--- config.mk ---
export PLATFORM = sky130hd
export DESIGN_NAME = mmio_sel_decoder
export DESIGN_NICKNAME = d
export VERILOG_FILES = /design/src/rtl/mmio_sel_decoder.sv
export SDC_FILE = /design/constraint.sdc
export NUM_CORES = 1
export LEC_CHECK = 0
export BUFFER_PORTS_ARGS = -buffer_cell sky130_fd_sc_hd__buf_2
export CAP_MARGIN = 40
export CORE_MARGIN = 4
export CORE_UTILIZATION = 30
export DETAILED_ROUTE_END_ITERATION = 8
export PLACE_DENSITY = 0.82
export SLEW_MARGIN = 25
export SYNTH_ARGS = -nofsm -noshare
export SYNTH_HDL_FRONTEND = slang
export SYNTH_SLANG_ARGS = --single-unit
--- constraint.sdc ---
create_clock -name vclk -period 2.5
set_input_delay 0.625 -clock vclk [all_inputs]
set_output_delay 0.625 -clock vclk [all_outputs]
set_load 0.01 [all_outputs]
--- src/rtl/mmio_sel_decoder.sv ---
module mmio_sel_decoder #(
  parameter int ADDR_W  = 16,
  parameter int DATA_W  = 8,
  parameter int N_DEV   = 5,
  parameter int SEL_LSB = 6,
  parameter int CTL_W   = 6
) (
  input  logic [ADDR_W-1:0]       bus_addr,
  input  logic [DATA_W-1:0]       bus_wdata,
  input  logic                    bus_we,
  input  logic                    bus_strobe,
  output logic [DATA_W-1:0]       bus_rdata,
  input  logic [N_DEV*DATA_W-1:0] dev_rdata,
  output logic [N_DEV-1:0]        dev_en,
  output logic [N_DEV-1:0]        dev_wdrive,
  output logic [DATA_W-1:0]       dev_wdata,
  output logic                    disp_rs,
  output logic                    disp_rw,
  output logic [CTL_W-1:0]        ir_ctl
);

  localparam int PFX_BIT = ADDR_W - 1;

  logic             io_hit;
  logic [N_DEV-1:0] sel;
  logic             sel_ok;

  assign io_hit = ~bus_addr[PFX_BIT];
  assign sel    = bus_addr[SEL_LSB +: N_DEV];
  assign sel_ok = (sel != '0) && ((sel & (sel - N_DEV'(1))) == '0);

  assign dev_en     = (io_hit && sel_ok && bus_strobe) ? sel : '0;
  assign dev_wdrive = bus_we ? dev_en : '0;
  assign dev_wdata  = bus_wdata;

  assign disp_rs = bus_addr[1];
  assign disp_rw = bus_addr[0];
  assign ir_ctl  = bus_addr[CTL_W-1:0];

  always_comb begin
    bus_rdata = '0;
    for (int i = 0; i < N_DEV; i++)
      if (dev_en[i] && !bus_we)
        bus_rdata = bus_rdata | dev_rdata[i*DATA_W +: DATA_W];
  end

  always_comb begin
    p_en_onehot_r3: assert ($onehot0(dev_en))
      else $error("more than one device enabled");
    if (!bus_strobe)
      p_en_needs_strobe_r4: assert (dev_en == '0)
        else $error("enable outside strobe");
    if (bus_addr[PFX_BIT])
      p_prefix_blocks_r1: assert (dev_en == '0 && dev_wdrive == '0)
        else $error("enable on non-I/O access");
    p_drive_within_en_r7: assert ((dev_wdrive & ~dev_en) == '0)
      else $error("driver on unselected device");
    if (dev_en == '0)
      p_rdata_idle_r8: assert (bus_rdata == '0)
        else $error("read data with no device selected");
  end

endmodule

Word-level counts from Yosys, hierarchy flattened
Cells that the tools add are included.

storage, ports and cells
  memories kept = 0
  bits in writable memories = 0
  flip-flop bits (word level) = 0
  latch bits = 0
  output and inout bits = 34
  word-level logic and storage cells = 25
  ROM bits = 0

cells by class
  shift-type cells = 0
  div/mod/pow operators = 0
  mux-type cells = 7
  eq/ne operators = 0
  bitwise logic cells = 6
  multiply operators = 0
  $add $sub $neg = 1
  magnitude comparators = 0
  reduce and logical (&&, ||, !) cells = 11

operators by type and width
  operator                                          count
  2-to-1 mux 8 bit                                  5
  bitwise OR 8 bit                                  4
  2-to-1 mux 5 bit                                  2
  logical AND 1 bit                                 8
  AND 5 bit                                         1
  zero test 5 bit                                   1
  nonzero test 5 bit                                1
  subtractor 5 x 1 -> 5 bit, second input constant  1
  zero test 1 bit                                   1
  inverter 1 bit                                    1

Longest topological paths before layout
  depth in word-level cells = 17
  mapped depth = 6
  mapped depth without buffers = 4

Least setup slack after synthesis
No wires, ideal clock.

  kind = input port to output port
  start = input port bus_strobe
  end = output port dev_wdrive[4]
  data arrival time = 1.679 ns
  buffers on the path = 0
  cell stages on the path = 4
  setup slack = 0.196 ns
  required time = 1.875 ns
  cells stage by stage = nor2b_4 -> or4b_4 -> nor2b_4 -> and2_1

between the ends
  cells in the longest elaborated chain, start to end = 3

ends and longest elaborated chain
  what               line  RTL
  from (decl)        11    input logic bus_strobe,
  logical AND 1 bit  32    assign dev_en = (io_hit && sel_ok && bus_strobe) ? sel : '0;
  2-to-1 mux 5 bit   32
  net dev_en[4]      14    output logic [N_DEV-1:0] dev_en,
  2-to-1 mux 5 bit   33    assign dev_wdrive = bus_we ? dev_en : '0;
  to (decl)          15    output logic [N_DEV-1:0] dev_wdrive,

The timed path passes the listed nets, and every way through them passes these cells.

Worst setup path after layout
  start = input port bus_addr[15]
  end = output port bus_rdata[6]

between the ends
  cells in the longest elaborated chain, start to end = 14
  elaborated cells on any way between the ends = 18
  those cells by class = mux (6); bitwise (5); reduce/logical (7)

ends and longest elaborated chain
  what                                line  RTL
  from (decl)                         8     input logic [ADDR_W-1:0] bus_addr,
  inverter 1 bit (*)                  28    assign io_hit = ~bus_addr[PFX_BIT];
  logical AND 1 bit (*) (2 in a row)  32
  2-to-1 mux 5 bit (*)                32
  logical AND 1 bit                   43    if (dev_en[i] && !bus_we)
  2-to-1 mux 8 bit                    43
  bitwise OR 8 bit                    44    bus_rdata = bus_rdata | dev_rdata[i*DATA_W +: DATA_W];
  2-to-1 mux 8 bit                    43
  bitwise OR 8 bit                    44
  2-to-1 mux 8 bit                    43
  bitwise OR 8 bit                    44
  2-to-1 mux 8 bit                    43
  bitwise OR 8 bit                    44
  2-to-1 mux 8 bit (*)                43
  to (decl)                           12    output logic [DATA_W-1:0] bus_rdata,

Mark *: on every way between the ends. The rest lies on a longest branch, timed or not.

==> reports/metrics.sh <==
INITIAL_ANTENNA_VIOLATION_COUNT=0
CRIT_PATH_END_KIND='output pin'
WORST_PATH_CLASS_SETUP='primary input to output pin'
CP_MAX_FO=6
DIE_HEIGHT_UM=55.1
DRT_DRC_VIOLATIONS_LEFT=0
HOLD_START='bus_wdata[7]'
PORTBUFFERS=66
FMAX_MHz=404
SLEW_VIOLATIONS=0
FINAL.FILL_COUNT=242
RUN_STATUS='finished clean'
HOLD_CLASS='primary input to output pin'
RELSLEWSLACK=0.759
DRV_CAP=0
WHS_NS=1.25
NCLKBUFFERS=0
CP.REQUIRED_NS=1.88
TIMING.CRITICAL_PATH.FROM_TYPE='primary input'
DESIGN.CORE.AREA_UM2=2040
DETAILEDPLACE.WORSTSLACK_NS=-0.0222
DRC_MARKER_COUNT_FROM_THE_FIRST_DETAILED_ROUTE_ITERATION=27
GRT_FIRST_PASS_WIRELENGTH_UM=3200
SYN_AREA_PER_CELL_UM2=7.83
POSTLAYOUTSETUPSLACKWORST_NS=0.0244
GRT_PASS1_VIAS=759
FINAL_NETS=202
PIN_COUNT=100
TOTAL_WIRELENGTH_UM=2400
WORST_SLEW_PIN_SLEW_NS=0.359
DETAILEDROUTE.FIRSTPASSITERATIONCOUNT=4
LAYOUT_MIN_CYCLE_TIME_NS=2.48
SYNTH-XOR-AREA-SHARE=0.0132
HOLD_FIX_BUFFERS_CTS=0
P_LEAK_nW=0.505
SYNTH-SIMPLE-AREA-SHARE=0.352
VIA_PER_INST=5.48
VIA_COUNT=882
POST_SYNTH_FA_HA_MAJ_AREA_FRACTION=0
RSZ0062_AT_GRT='true'
CRIT_SLOWEST_CELL='sky130_fd_sc_hd__or4b_4'
SYNTH-COMPOUND-AREA-SHARE=0.359
NUMBER_OF_DISTINCT_LIBRARY_CELL_VARIANTS_IN_THE_GATE_LEVEL_NETLIST_AFTER_SYNTHESIS=25
POSTSYNTHNETCOUNT=151
PERIOD_SHARE=0.990
DETAIL_ROUTE.WL_PER_CELL_UM=14.9
REPORT.FINAL.HOLD_VIOL_COUNT=0
MUXSHAREOFSYNTHAREA=0.0150
MAIN_COMBINATIONAL_CELL_FAMILY_BY_AREA_AFTER_SYNTHESIS='compound AO/OA/AOI/OAI gates'
CRITICAL_PATH.CELL_CHAIN='buf_6, nor2b_4, or4b_4, nor2_4, a22o_1, buf_2'
WHS_PATH_DEPTH=0
INITIAL_UTILIZATION=0.326
REGAREA_UM2=0
REPORT.FINAL.SETUP_VIOL=0
ANTENNA_CELLS_INSERTED=0
DESIGN_AREA_UM2=942
POWERDENSITY_nW_PER_UM2=127
ROWS=16
DESIGN.SEQ.COUNT=0
GRTUSAGETOTAL=0.141
SYN2LAYOUT_AREA_GROWTH_PCT=41.5
FP.DIEAREA_UM2=3040
PLACE_HPWL_UM=1990
DIEWIDTH_UM=55.1
MULTI_INPUT_AREA_UM2=498
SHARE_OF_POST_ROUTE_CELLS_WITH_DRIVE_STRENGTH_ABOVE_1=0.619
WORST_HOLD_PATH.ENDPOINT='dev_wdata[7]'
TIMING.CRITICAL_PATH.SLOWEST_CELL_DELAY_NS=0.55
DETAIL-ROUTE-ANTENNA-NETS=0
SYN_INST=85
CRITPATHARRIVALTIME_NS=1.85
WORST_IR_DROP_VDD_mV=0.0812
FINISH.UTILIZATION=0.461
SYNTH-WARNING-COUNT=0
MAXIMUM_NUMBER_OF_PINS_ON_ONE_NET_BEFORE_GLOBAL_ROUTE_REPAIR=16
NETLIST_AREA_UM2=666
YOSYSSEQAREASHARE=0
GRT.OVERFLOW.TOTAL=0
ROUTABILITYCONGESTION=0.786
PLACED_AREA_UM2=901
[worst max-delay path by stage]
stage / endpoint / slack (ns) / start
after floorplan: dev_wdrive[4] / 0.20 / bus_strobe
after global placement: dev_wdrive[2] / 0.03 / bus_addr[9]
after detailed placement: dev_wdrive[2] / -0.02 / bus_addr[9]
after CTS: bus_rdata[0] / 0.0003 / bus_addr[15]
after global routing: bus_rdata[4] / -0.04 / bus_addr[15]
final: bus_rdata[6] / 0.02 / bus_addr[15]
[critical path: cells and delay by family]
kind / cells / cell delay (ns)
buf+inv: 2 / 0.23
simple gates: 3 / 0.84
compound gates: 1 / 0.16
[cells in the mapped netlist]
library cell	instances	area share
sky130_fd_sc_hd__a221o_1	3	0.045
sky130_fd_sc_hd__a222oi_1	5	0.075
sky130_fd_sc_hd__a22o_1	10	0.13
sky130_fd_sc_hd__a22oi_1	6	0.068
sky130_fd_sc_hd__and2_1	1	0.0094
sky130_fd_sc_hd__and3_1	4	0.038
sky130_fd_sc_hd__and4_1	4	0.053
sky130_fd_sc_hd__buf_2	3	0.023
sky130_fd_sc_hd__buf_4	17	0.19
sky130_fd_sc_hd__buf_6	2	0.034
sky130_fd_sc_hd__clkbuf_1	1	0.0056
sky130_fd_sc_hd__clkbuf_2	1	0.0075
sky130_fd_sc_hd__mux2i_1	1	0.015
sky130_fd_sc_hd__nand2b_1	1	0.0094
sky130_fd_sc_hd__nor2_1	9	0.051
sky130_fd_sc_hd__nor2_4	1	0.017
sky130_fd_sc_hd__nor2b_1	5	0.047
sky130_fd_sc_hd__nor2b_4	2	0.041
sky130_fd_sc_hd__nor3_1	1	0.0075
sky130_fd_sc_hd__nor3_2	3	0.045
sky130_fd_sc_hd__nor4b_1	1	0.013
sky130_fd_sc_hd__o21ai_1	1	0.0075
sky130_fd_sc_hd__o31ai_4	1	0.032
sky130_fd_sc_hd__or4b_4	1	0.021
sky130_fd_sc_hd__xor2_1	1	0.013
[per-layer routing]
layer | vias up | wire length (µm) | share of wire | global-route usage
met1 | 395 | 948 | 0.40 | 0.170
met2 | 66 | 1170 | 0.49 | 0.280
met3 | 2 | 274 | 0.11 | 0.0107
li1 | 419 | - | - | -
met5 | - | 0 | 0 | 0
met4 | 0 | 4 | 0.0017 | 0.00405
[layout make-up]
| type | count | area share |
|---|---|---|
| multi-input combinational | 61 | 0.529 |
| tap | 27 | 0.0359 |
| timing repair buffer | 73 | 0.436 |
[power by group]
part | switching, W | internal [W] | leakage [nW]
logic | 0.0000550 | 0.0000645 | 0.505
clock network | 0 | 0 | 0
registers | 0 | 0 | 0
total | 0.0000550 | 0.0000645 | 0.505
[cell families (layout without fill, tap and decap cells)]
group,count (synthesis),after routing
buffers and inverters,24,73
AOI/OAI and AO/OA,26,26
muxes,1,1
xor gates and xnor gates,1,1
and+or+nand+nor,33,33
[through the flow]
stage | power (W) | instances | setup TNS (ns)
final | 0.000120 | 161 | 0
after global routing | 0.000130 | 161 | -0.0915
after CTS | 0.000117 | 161 | 0
after detailed placement | 0.000111 | 160 | -0.0858
after global placement | 0.000108 | 160 | 0
after floorplan | 0.0000833 | 85 | 0
[timing repair]
item | 4_1_cts | 5_1_grt
setup buffers | 1 | 0
gates cloned | 0 | 0
resized for setup | 1 | 4
pin swaps | 1 | 5
endpoints found under the setup margin | 7 | 9
[cells in the final DEF, fill, tap and decap left out]
cell type,count
sky130_fd_sc_hd__a221o_1,3
sky130_fd_sc_hd__a222oi_1,5
sky130_fd_sc_hd__a22o_1,10
sky130_fd_sc_hd__a22oi_1,6
sky130_fd_sc_hd__and2_1,1
sky130_fd_sc_hd__and3_1,4
sky130_fd_sc_hd__and4_1,4
sky130_fd_sc_hd__buf_12,1
sky130_fd_sc_hd__buf_2,63
sky130_fd_sc_hd__buf_4,7
sky130_fd_sc_hd__buf_6,2
sky130_fd_sc_hd__mux2i_1,1
sky130_fd_sc_hd__nand2b_1,1
sky130_fd_sc_hd__nor2_1,9
sky130_fd_sc_hd__nor2_4,1
sky130_fd_sc_hd__nor2b_1,4
sky130_fd_sc_hd__nor2b_2,1
sky130_fd_sc_hd__nor2b_4,2
sky130_fd_sc_hd__nor3_1,1
sky130_fd_sc_hd__nor3_2,3
sky130_fd_sc_hd__nor4b_1,1
sky130_fd_sc_hd__o21ai_2,1
sky130_fd_sc_hd__o31ai_4,1
sky130_fd_sc_hd__or4b_4,1
sky130_fd_sc_hd__xor2_1,1
No activity file was read; power rests on OpenSTA's default activity.
